<file path="config.mk">
export PLATFORM = sky130hd
export DESIGN_NAME = flash_cmd_fsm
export DESIGN_NICKNAME = d
export VERILOG_FILES = /design/src/rtl/fc_pkg.sv /design/src/rtl/fc_cmd_decode.sv /design/src/rtl/fc_strobe_sync.sv /design/src/rtl/fc_mode_fsm.sv /design/src/rtl/flash_cmd_fsm.sv
export SDC_FILE = /design/constraint.sdc
export NUM_CORES = 1
export LEC_CHECK = 0
export CAP_MARGIN = 15
export CELL_PAD_IN_SITES_DETAIL_PLACEMENT = 2
export CELL_PAD_IN_SITES_GLOBAL_PLACEMENT = 2
export CORE_UTILIZATION = 28
export CTS_CLUSTER_DIAMETER = 50
export DETAILED_ROUTE_END_ITERATION = 12
export PLACE_DENSITY_LB_ADDON = 0.1
export SLEW_MARGIN = 20
export SYNTH_ARGS = -nofsm -noshare
export SYNTH_HDL_FRONTEND = slang
export SYNTH_SLANG_ARGS = --single-unit
</file>
<file path="constraint.sdc">
create_clock -name clk -period 3 [get_ports clk]
set_input_delay 0.3 -clock clk [delete_from_list [all_inputs] [get_ports clk]]
set_output_delay 0.3 -clock clk [all_outputs]
set_load 0.02 [all_outputs]
</file>
<file path="src/rtl/fc_pkg.sv">
package fc_pkg;

  typedef enum logic [2:0] {
    M_ARRAY, M_IDENT, M_STATUS, M_PSETUP, M_ESETUP
  } mode_t;

  typedef enum logic [2:0] {
    PH_IDLE, PH_PROG, PH_ERASE, PH_SWAIT, PH_SUSP
  } phase_t;

  typedef enum logic [3:0] {
    C_RDARR, C_IDENT, C_RDSTAT, C_CLRSTAT, C_PSETUP,
    C_ESETUP, C_SUSP, C_CONF, C_RSVD
  } cmd_t;

  localparam logic [1:0] RS_ARRAY  = 2'd0;
  localparam logic [1:0] RS_IDENT  = 2'd1;
  localparam logic [1:0] RS_STATUS = 2'd2;

endpackage

</file>
<file path="src/rtl/fc_cmd_decode.sv">
module fc_cmd_decode
  import fc_pkg::*;
(
  input  logic [7:0] code,
  output cmd_t       kind
);
  always_comb begin
    case (code)
      8'hFF:   kind = C_RDARR;
      8'h90:   kind = C_IDENT;
      8'h70:   kind = C_RDSTAT;
      8'h50:   kind = C_CLRSTAT;
      8'h40:   kind = C_PSETUP;
      8'h20:   kind = C_ESETUP;
      8'hB0:   kind = C_SUSP;
      8'hD0:   kind = C_CONF;
      default: kind = C_RSVD;
    endcase
  end
endmodule

</file>
<file path="src/rtl/fc_strobe_sync.sv">
module fc_strobe_sync #(
  parameter int AW    = 18,
  parameter int DW    = 8,
  parameter int NSYNC = 2
) (
  input  logic          clk,
  input  logic          rst,
  input  logic          ce_n,
  input  logic          we_n,
  input  logic [AW-1:0] addr_in,
  input  logic [DW-1:0] data_in,
  output logic          cmd_vld,
  output logic [AW-1:0] cmd_addr,
  output logic [DW-1:0] cmd_data
);
  logic [NSYNC:0] sh;
  logic           wr_act;
  logic           wr_end;

  assign wr_act = ~ce_n & ~we_n;

  genvar g;
  generate
    for (g = 0; g <= NSYNC; g++) begin : g_stage
      if (g == 0) begin : g_first
        always_ff @(posedge clk) begin
          if (rst) sh[0] <= 1'b0;
          else     sh[0] <= wr_act;
        end
      end else begin : g_rest
        always_ff @(posedge clk) begin
          if (rst) sh[g] <= 1'b0;
          else     sh[g] <= sh[g-1];
        end
      end
    end
  endgenerate

  assign wr_end = sh[NSYNC] & ~sh[NSYNC-1];

  always_ff @(posedge clk) begin
    if (rst) begin
      cmd_vld  <= 1'b0;
      cmd_addr <= '0;
      cmd_data <= '0;
    end else begin
      cmd_vld <= wr_end;
      if (wr_end) begin
        cmd_addr <= addr_in;
        cmd_data <= data_in;
      end
    end
  end
endmodule

</file>
<file path="src/rtl/fc_mode_fsm.sv">
module fc_mode_fsm
  import fc_pkg::*;
#(
  parameter int AW = 18,
  parameter int DW = 8
) (
  input  logic          clk,
  input  logic          rst,
  input  logic          cmd_vld,
  input  cmd_t          cmd_kind,
  input  logic [AW-1:0] cmd_addr,
  input  logic [DW-1:0] cmd_data,
  input  logic          eng_done,
  input  logic          eng_susp_ack,
  output logic [1:0]    rd_sel,
  output logic          req_program,
  output logic          req_erase,
  output logic          req_suspend,
  output logic          req_resume,
  output logic [AW-1:0] prog_addr,
  output logic [DW-1:0] prog_data,
  output logic          err_prog,
  output logic          err_erase
);
  mode_t  mode_q, mode_d;
  phase_t ph_q, ph_d;
  logic   errs_set, errs_clr;
  logic   st_prog, st_erase, st_susp, st_res;

  always_comb begin
    mode_d   = mode_q;
    ph_d     = ph_q;
    errs_set = 1'b0;
    errs_clr = 1'b0;
    st_prog  = 1'b0;
    st_erase = 1'b0;
    st_susp  = 1'b0;
    st_res   = 1'b0;

    // engine feedback
    if (eng_done && ph_q != PH_IDLE) ph_d = PH_IDLE;
    else if (eng_susp_ack && ph_q == PH_SWAIT) ph_d = PH_SUSP;

    if (cmd_vld) begin
      unique case (ph_q)
        PH_PROG: begin
          if (cmd_kind == C_RDSTAT) mode_d = M_STATUS;
        end
        PH_ERASE: begin
          if (cmd_kind == C_RDSTAT) mode_d = M_STATUS;
          else if (cmd_kind == C_SUSP && !eng_done) begin
            st_susp = 1'b1;
            ph_d    = PH_SWAIT;
          end
        end
        PH_SWAIT, PH_SUSP: begin
          if (cmd_kind == C_RDSTAT) mode_d = M_STATUS;
          else if (cmd_kind == C_RDARR && ph_q == PH_SUSP) mode_d = M_ARRAY;
          else if (cmd_kind == C_CONF && !eng_done) begin
            st_res = 1'b1;
            ph_d   = PH_ERASE;
            mode_d = M_STATUS;
          end
        end
        default: begin
          if (mode_q == M_PSETUP) begin
            st_prog = 1'b1;
            ph_d    = PH_PROG;
            mode_d  = M_STATUS;
          end else if (mode_q == M_ESETUP) begin
            mode_d = M_STATUS;
            if (cmd_kind == C_CONF) begin
              st_erase = 1'b1;
              ph_d     = PH_ERASE;
            end else begin
              errs_set = 1'b1;
            end
          end else begin
            unique case (cmd_kind)
              C_RDARR:   mode_d = M_ARRAY;
              C_IDENT:   mode_d = M_IDENT;
              C_RDSTAT:  mode_d = M_STATUS;
              C_CLRSTAT: errs_clr = 1'b1;
              C_PSETUP:  mode_d = M_PSETUP;
              C_ESETUP:  mode_d = M_ESETUP;
              C_CONF:    errs_set = 1'b1;
              default:   ;
            endcase
          end
        end
      endcase
    end
  end

  always_ff @(posedge clk) begin
    if (rst) begin
      mode_q      <= M_ARRAY;
      ph_q        <= PH_IDLE;
      rd_sel      <= RS_ARRAY;
      req_program <= 1'b0;
      req_erase   <= 1'b0;
      req_suspend <= 1'b0;
      req_resume  <= 1'b0;
      prog_addr   <= '0;
      prog_data   <= '0;
      err_prog    <= 1'b0;
      err_erase   <= 1'b0;
    end else begin
      mode_q      <= mode_d;
      ph_q        <= ph_d;
      req_program <= st_prog;
      req_erase   <= st_erase;
      req_suspend <= st_susp;
      req_resume  <= st_res;
      unique case (mode_d)
        M_ARRAY: rd_sel <= RS_ARRAY;
        M_IDENT: rd_sel <= RS_IDENT;
        default: rd_sel <= RS_STATUS;
      endcase
      if (st_prog || st_erase) prog_addr <= cmd_addr;
      if (st_prog) prog_data <= cmd_data;
      if (errs_set) begin
        err_prog  <= 1'b1;
        err_erase <= 1'b1;
      end else if (errs_clr) begin
        err_prog  <= 1'b0;
        err_erase <= 1'b0;
      end
    end
  end
endmodule

</file>
<file path="src/rtl/flash_cmd_fsm.sv">
module flash_cmd_fsm
  import fc_pkg::*;
#(
  parameter int          AW     = 18,
  parameter int          NSYNC  = 2,
  parameter logic [7:0]  MFR_ID = 8'h89,
  parameter logic [7:0]  DEV_ID = 8'h7C
) (
  input  logic          clk,
  input  logic          rst,
  input  logic          bus_ce_n,
  input  logic          bus_we_n,
  input  logic [AW-1:0] bus_addr,
  input  logic [7:0]    bus_data,
  input  logic          eng_done,
  input  logic          eng_susp_ack,
  output logic [1:0]    rd_sel,
  output logic [7:0]    id_byte,
  output logic          req_program,
  output logic          req_erase,
  output logic          req_suspend,
  output logic          req_resume,
  output logic [AW-1:0] prog_addr,
  output logic [7:0]    prog_data,
  output logic          err_prog,
  output logic          err_erase
);
  localparam int DW = 8;

  logic          cmd_vld;
  logic [AW-1:0] cmd_addr;
  logic [DW-1:0] cmd_data;
  cmd_t          cmd_kind;

  fc_strobe_sync #(.AW(AW), .DW(DW), .NSYNC(NSYNC)) u_sync (
    .clk(clk), .rst(rst), .ce_n(bus_ce_n), .we_n(bus_we_n),
    .addr_in(bus_addr), .data_in(bus_data),
    .cmd_vld(cmd_vld), .cmd_addr(cmd_addr), .cmd_data(cmd_data)
  );

  fc_cmd_decode u_dec (.code(cmd_data), .kind(cmd_kind));

  fc_mode_fsm #(.AW(AW), .DW(DW)) u_fsm (
    .clk(clk), .rst(rst), .cmd_vld(cmd_vld), .cmd_kind(cmd_kind),
    .cmd_addr(cmd_addr), .cmd_data(cmd_data),
    .eng_done(eng_done), .eng_susp_ack(eng_susp_ack),
    .rd_sel(rd_sel), .req_program(req_program), .req_erase(req_erase),
    .req_suspend(req_suspend), .req_resume(req_resume),
    .prog_addr(prog_addr), .prog_data(prog_data),
    .err_prog(err_prog), .err_erase(err_erase)
  );

  always_ff @(posedge clk) begin
    if (rst) id_byte <= MFR_ID;
    else     id_byte <= bus_addr[0] ? DEV_ID : MFR_ID;
  end
endmodule

</file>
==> results.md, run 1 <==
- Aggregate negative setup slack: 0 ns
- Initial antenna violation count: 0
- Critical Path Max Stage Delay: 0.56 ns
- Synth top area cells: dfxtp_1 (47%), nand2_1 (12%), a21oi_1 (8.7%), nor2_1 (2.8%), clkbuf_1 (2.2%)
- Fraction of layout cells with a size suffix above 1: 0.0773
- Pre-Repair DR Iteration Count: 4
- CTS sink cnt: 71
- Post-CTS Resized: 0
- TritonCTS buffer count: 9
- Die Span Y: 106 um
- Via total after detailed routing: 2794
- WL met3: 263 um
- Hold Vio Cnt, Final: 0
- Post-route clock skew: 0.0114 ns
- Top sig layer: met4
- Routed Antenna Nets: 0
- Post-layout nets: 469
- Initial core utilization: 0.292
- Post-Syn Instances: 381
- Root Driver: clkbuf_8
- WL final: 8.97 mm
- Routability Congestion: 0.777
- Ports: 74
- Worst Path Max Fanout: 12
- CP Launch Type: flip-flop
- Largest net degree at the start of global routing: 32
- Tcrit/Tclk final: 0.796
- Outcome: finished clean
- Rows: 37
- Worst vdd ir: 0.138 mV
- Area leader, netlist: dfxtp_1
- Worst slew margin: 0.560
- Hpwl dp: 6.30 mm
- DRC: 0
- Core ar.: 0.0105 mm^2
- Gr usage total: 0.169
- Die width: 106 um
- WP data arrival: 2.67 ns
- Hold Worst Slack: 0.456 ns
- Yosys warns: 0
- Met2 WL post-DR: 4.37 mm
- Tot Pwr: 1720 uW
- Avg Inst Size Synth: 8.02 um^2
- Hold Path Class: flip-flop to flip-flop
- CP Cell Sequence: or3b_2 -> a2111oi_1 -> a21oi_1 -> a311oi_1 -> o211a_1 -> and4bb_1
- Number of global-route vias before repair: 2922
- Setup violations, final: 0
- Unrepaired setup endpoints after global routing: false
- Sequential-to-total area share from yosys stat: 0.465
- Starting DRT DRC Count: 78
- Leakage power: 0.00139 uW
- Full die area: 0.0113 mm^2
- I/O Buffers: 71
- Worst path slowest cell: dfxtp_1
- # diodes: 0
- Max Slew Vio Count: 0
- Worst Tran Pin Value: 0.659 ns
- GR Overflow Total: 0
- H-tree Lvls: 3
- Metal-1 WL: 4.25 mm
- Later-pin clock latency in the skew report: 0.34 ns
- Crit Path Category: flip-flop to flip-flop
- Worst endpoint required time: 3.28 ns
- Worst setup EP type: flip-flop
- Power Density: 432 mW/mm^2
- Max-Cap Viols: 0
- CTS tree: done
- Area growth, synth to finish: 30.5%
- Synth cell types: 58
- Cell Area, Synth: 0.00306 mm^2
- Fmax: 419 MHz
- Tmin final: 2.39 ns
- Syn Nets: 414
- Main flop type after synthesis: dfxtp_1
- Post-CTS Hold Buffers: 0
- Post CTS Setup Buffer Count: 0
- Global-route wire length before repair: 14.8 mm
- Longest Clk Path Bufs: 2
- Area share of the largest cell type after synthesis: 0.465
- Drt wl/cell: 15.6 um
- Drt via density: 4.85
- Clock slew at reported path FFs: 0.08 ns
- EDFF count, synth: 0
- Ys async rst share: 0
- Seq cells post-synth: 71
-- sequential cells by signal, summed over array words and instances, names as in the netlist, 2 cells and up --
register / count
u_fsm.rd_sel: 2
u_fsm.ph_q: 3
u_sync.cmd_data: 8
u_fsm.prog_data: 8
u_sync.cmd_addr: 18
u_fsm.prog_addr: 18
u_fsm.mode_q: 3
id_byte: 2
u_sync.sh: 3
-- worst max-delay path: cells and delay by family, from the launching register on --
| kind | cells | cell delay (ns) |
|---|---|---|
| flops | 1 | 0.56 |
| simple gates | 2 | 0.69 |
| compound gates | 4 | 1.09 |
-- cell families after synthesis --
family / count (synthesis) / share of synthesized area
compound gates: 88 / 0.183
simple gates: 168 / 0.252
fa+ha+maj: 1 / 0.00409
other cells: 2 / 0.00246
buf+inv: 41 / 0.0622
mux: 7 / 0.0233
xor+xnor: 3 / 0.00860
flops: 71 / 0.465
-- final cells by class --
cell class                 instances  area [um^2]
sequential                        71         1420
clock buffer                      10          128
clock inverter                     5         36.3
multi-input combinational        269         1450
timing repair buffer              78          758
inverter                           7         26.3
fill                            1232         6470
tap                              136          170
-- metrics by stage --
stage                     setup slack, ns  instance area (um^2)   util  cells
after floorplan                     0.839                  3060      -    381
final                               0.612                  3990  0.381    576
after detailed placement            0.658                  3820  0.365    561
after global placement              0.750                  3820  0.365    561
after global routing                0.454                  3990  0.381    576
after CTS                           0.646                  3990  0.381    576
-- report_power, final --
| part | internal, uW | switching, uW |
|---|---|---|
| registers | 949 | 6.85 |
| clock network | 297 | 367 |
| logic | 52.5 | 48.9 |
-- synth_stat cells, types with 3 or more instances --
library cell,instances
a21oi_1,53
and3_1,3
buf_1,3
buf_2,5
buf_4,8
clkbuf_1,18
dfxtp_1,71
inv_1,7
mux2i_1,6
nand2_1,98
nand2b_1,4
nand3_1,7
nor2_1,23
nor2b_1,7
nor3_1,4
nor4_1,3
o21a_1,3
o21ai_0,9
-- layer usage --
metal,vias up,track usage
li1,1378,-
met1,1359,0.214
met2,50,0.289
met3,7,0.0251
met4,0,0.0616
met5,-,0
-- placed cells by master (no fill, tap or decap), types with 2 or more instances in the layout --
| cell | instances |
|---|---|
| nor2_1 | 23 |
| inv_1 | 7 |
| and4_1 | 2 |
| clkdlybuf4s50_1 | 70 |
| clkbuf_8 | 9 |
| mux2i_1 | 6 |
| nand2_1 | 98 |
| and3_1 | 3 |
| o21ai_0 | 9 |
| nand3_1 | 7 |
| a21oi_1 | 53 |
| xnor2_1 | 2 |
| clkinv_2 | 2 |
| nor3b_1 | 2 |
| dfxtp_1 | 71 |
| nor3_1 | 4 |
| nor2b_1 | 6 |
| o21a_1 | 3 |
| o211a_1 | 2 |
| conb_1 | 2 |
| buf_4 | 7 |
| o21ai_1 | 2 |
| nand2b_1 | 4 |
| and2_1 | 2 |
| and3b_1 | 2 |
| nor4_1 | 3 |
| or3b_2 | 2 |
| clkinv_4 | 3 |
-- final timing paths --
path                                          from                          endpoint  slack (ns)  cells past startpoint
setup / recovery          u_fsm.ph_q[2]$_SDFF_PP0_        u_fsm.rd_sel[0]$_SDFF_PP0_        0.61                      6
setup reg to reg          u_fsm.ph_q[2]$_SDFF_PP0_        u_fsm.rd_sel[0]$_SDFF_PP0_        0.61                      6
hold / removal    u_sync.cmd_addr[10]$_SDFFE_PP0P_  u_fsm.prog_addr[10]$_SDFFE_PP0P_        0.46                      2
hold reg to reg   u_sync.cmd_addr[10]$_SDFFE_PP0P_  u_fsm.prog_addr[10]$_SDFFE_PP0P_        0.46                      2
Note: power is estimated with default switching activity, not from simulation.
==> run 2, diff against run 1 <==
==> constraint.sdc (replaced) <==
create_clock -name clk -period 2.4 [get_ports clk]
set_input_delay 0.24 -clock clk [delete_from_list [all_inputs] [get_ports clk]]
set_output_delay 0.24 -clock clk [all_outputs]
set_load 0.02 [all_outputs]
==> results.md, run 2 (synthesis gave the netlist of run 1 again) <==
- Routed Antenna Nets: 0 (unchanged)
- TritonCTS buffer count: 9 (unchanged)
- Aggregate negative setup slack: 0 ns (unchanged)
- Critical Path Max Stage Delay: 0.72 ns (+0.16 ns)
- Hold Path Class: input pin to flip-flop
- Worst slew margin: 0.615 (+0.0541)
- Post-route clock skew: 0.00737 ns (-0.00406 ns)
- Post-CTS Hold Buffers: 0 (unchanged)
- I/O Buffers: 71 (unchanged)
- Top sig layer: met4
- Met2 WL post-DR: 4.45 mm (+1.8%)
- Crit Path Category: flip-flop to flip-flop
- Clock slew at reported path FFs: 0.07 ns (about the same)
- GR Overflow Total: 0 (unchanged)
- Outcome: finished clean
- Core ar.: 0.0105 mm^2 (unchanged)
- Post-Layout Cell Count: 586 (+1.7%)
- Gr usage total: 0.175 (+0.00649)
- Top flop regs: u_fsm.prog_addr x18, u_sync.cmd_addr x18
- Worst endpoint required time: 2.65 ns (-0.63 ns)
- Ports: 74 (unchanged)
- Global-route wire length before repair: 15.4 mm (+4.0%)
- Drt via density: 4.88 (+0.65%)
- CTS tree: done
- Root Driver: clkbuf_8
- Leakage power: 0.00145 uW (+4.6%)
- Initial core utilization: 0.292 (unchanged)
- H-tree Lvls: 3 (unchanged)
- Placed insts: 570 (+1.6%)
- Fmax: 446 MHz (+6.6%)
- Largest net degree at the start of global routing: 26 (-19%)
- Area growth, synth to finish: 33.9%
- Post-route cell area: 0.00409 mm^2 (+2.6%)
- WP data arrival: 2.49 ns (-0.18 ns)
- Later-pin clock latency in the skew report: 0.35 ns (about the same)
- Initial antenna violation count: 0 (unchanged)
- Critical path's top delay family: simple AND/OR/NAND/NOR gates
- Hold Vio Cnt, Final: 0 (unchanged)
- Commonest non-fill, non-tap cells in the layout: nand2_1 (98), dfxtp_1 (71), clkdlybuf4s50_1 (70)
- Post-layout nets: 478 (+1.9%)
- Drt wl/cell: 15.5 um (-0.56%)
- DRC: 0 (unchanged)
- Max Slew Vio Count: 0 (unchanged)
- Setup violations, final: 0 (unchanged)
- CP bufs+invs: 0 (unchanged)
- CTS sink cnt: 71 (unchanged)
- Full die area: 0.0113 mm^2 (unchanged)
- Via total after detailed routing: 2861 (+2.4%)
- # diodes: 0 (unchanged)
- Max-Cap Viols: 0 (unchanged)
- Post CTS Setup Buffer Count: 0 (unchanged)
- Tcrit/Tclk final: 0.933 (+0.137)
- Worst vdd ir: 0.210 mV (+52%)
- CP Cell Sequence: or4_1 -> o32a_1 -> a21boi_1 -> o21ai_2 -> o21ai_1 -> and4bb_1
- Worst Path Max Fanout: 7 (-5)
- Tmin final: 2.24 ns (-0.148 ns)
- CP Launch Type: flip-flop
- Placed Area: 0.00390 mm^2 (+2.1%)
- WL final: 9.08 mm (+1.2%)
- Worst path slowest cell: or4_1
- Hpwl dp: 6.52 mm (+3.6%)
- Power Density: 554 mW/mm^2 (+28%)
- Pre-Repair DR Iteration Count: 4 (unchanged)
- Worst setup EP type: flip-flop
- Most common cell after layout, fill and taps aside: nand2_1
- Rows: 37 (unchanged)
- WL met3: 274 um (+4.2%)
- Unrepaired setup endpoints after global routing: false
- Post-CTS Resized: 0 (unchanged)
- Metal-1 WL: 4.24 mm (-0.12%)
- Fraction of layout cells with a size suffix above 1: 0.0956 (+0.0183)
- Longest Clk Path Bufs: 2 (unchanged)
- Routability Congestion: 0.768 (-1.2%)
- Die Span Y: 106 um (unchanged)
- Starting DRT DRC Count: 62 (-21%)
- Number of global-route vias before repair: 3155 (+8.0%)
- Worst Tran Pin Value: 0.577 ns (-0.0826 ns)
- Die width: 106 um (unchanged)
-- run 2: cell types whose count changed in the layout (fill, tap and decap cells not counted) --
cell       before  now
buf_12          0    1
buf_4           7   15
bufinv_16       0    1
clkbuf_1        1    2
clkinv_4        3    1
inv_6           0    1
-- run 2: metal layers --
| metal | up-vias | GRT usage |
|---|---|---|
| li1 | 1403 | - |
| met1 | 1393 | 0.215 |
| met2 | 54 | 0.301 |
| met3 | 11 | 0.0319 |
| met4 | 0 | 0.0724 |
| met5 | - | 0 |
-- run 2: layout make-up --
class | count | area, um^2
sequential | 71 | 1420
clock inverter | 5 | 57.6
fill | 1216 | 6370
multi-input combinational | 269 | 1450
inverter | 7 | 26.3
clock buffer | 11 | 131
timing repair buffer | 87 | 838
tap | 136 | 170
-- run 2: through the flow --
stage                     hold WS, ns  setup WS, ns  power, uW   util
after floorplan                 0.311         0.239       1280      -
after global placement          0.437         0.197       1350  0.373
after detailed placement        0.437         0.168       1350  0.373
after CTS                       0.316         0.142       2320  0.391
after global routing            0.344       0.00561       2380  0.391
final                           0.333         0.160       2270  0.391
-- run 2: final timing paths --
path | startpoint | end | slack (ns) | cells after the start
hold / removal | rst | u_fsm.prog_data[5]$_SDFFE_PP0P_ | 0.33 | 2
setup / recovery | u_sync.cmd_data[2]$_SDFFE_PP0P_ | u_fsm.rd_sel[0]$_SDFF_PP0_ | 0.16 | 6
setup reg to reg | u_sync.cmd_data[2]$_SDFFE_PP0P_ | u_fsm.rd_sel[0]$_SDFF_PP0_ | 0.16 | 6
hold reg to reg | u_sync.cmd_addr[6]$_SDFFE_PP0P_ | u_fsm.prog_addr[6]$_SDFFE_PP0P_ | 0.46 | 2
-- run 2: power breakdown --
part	internal [uW]	switching [uW]
sequential	1190	6.22
clock	483	463
combinational	66.8	62.8
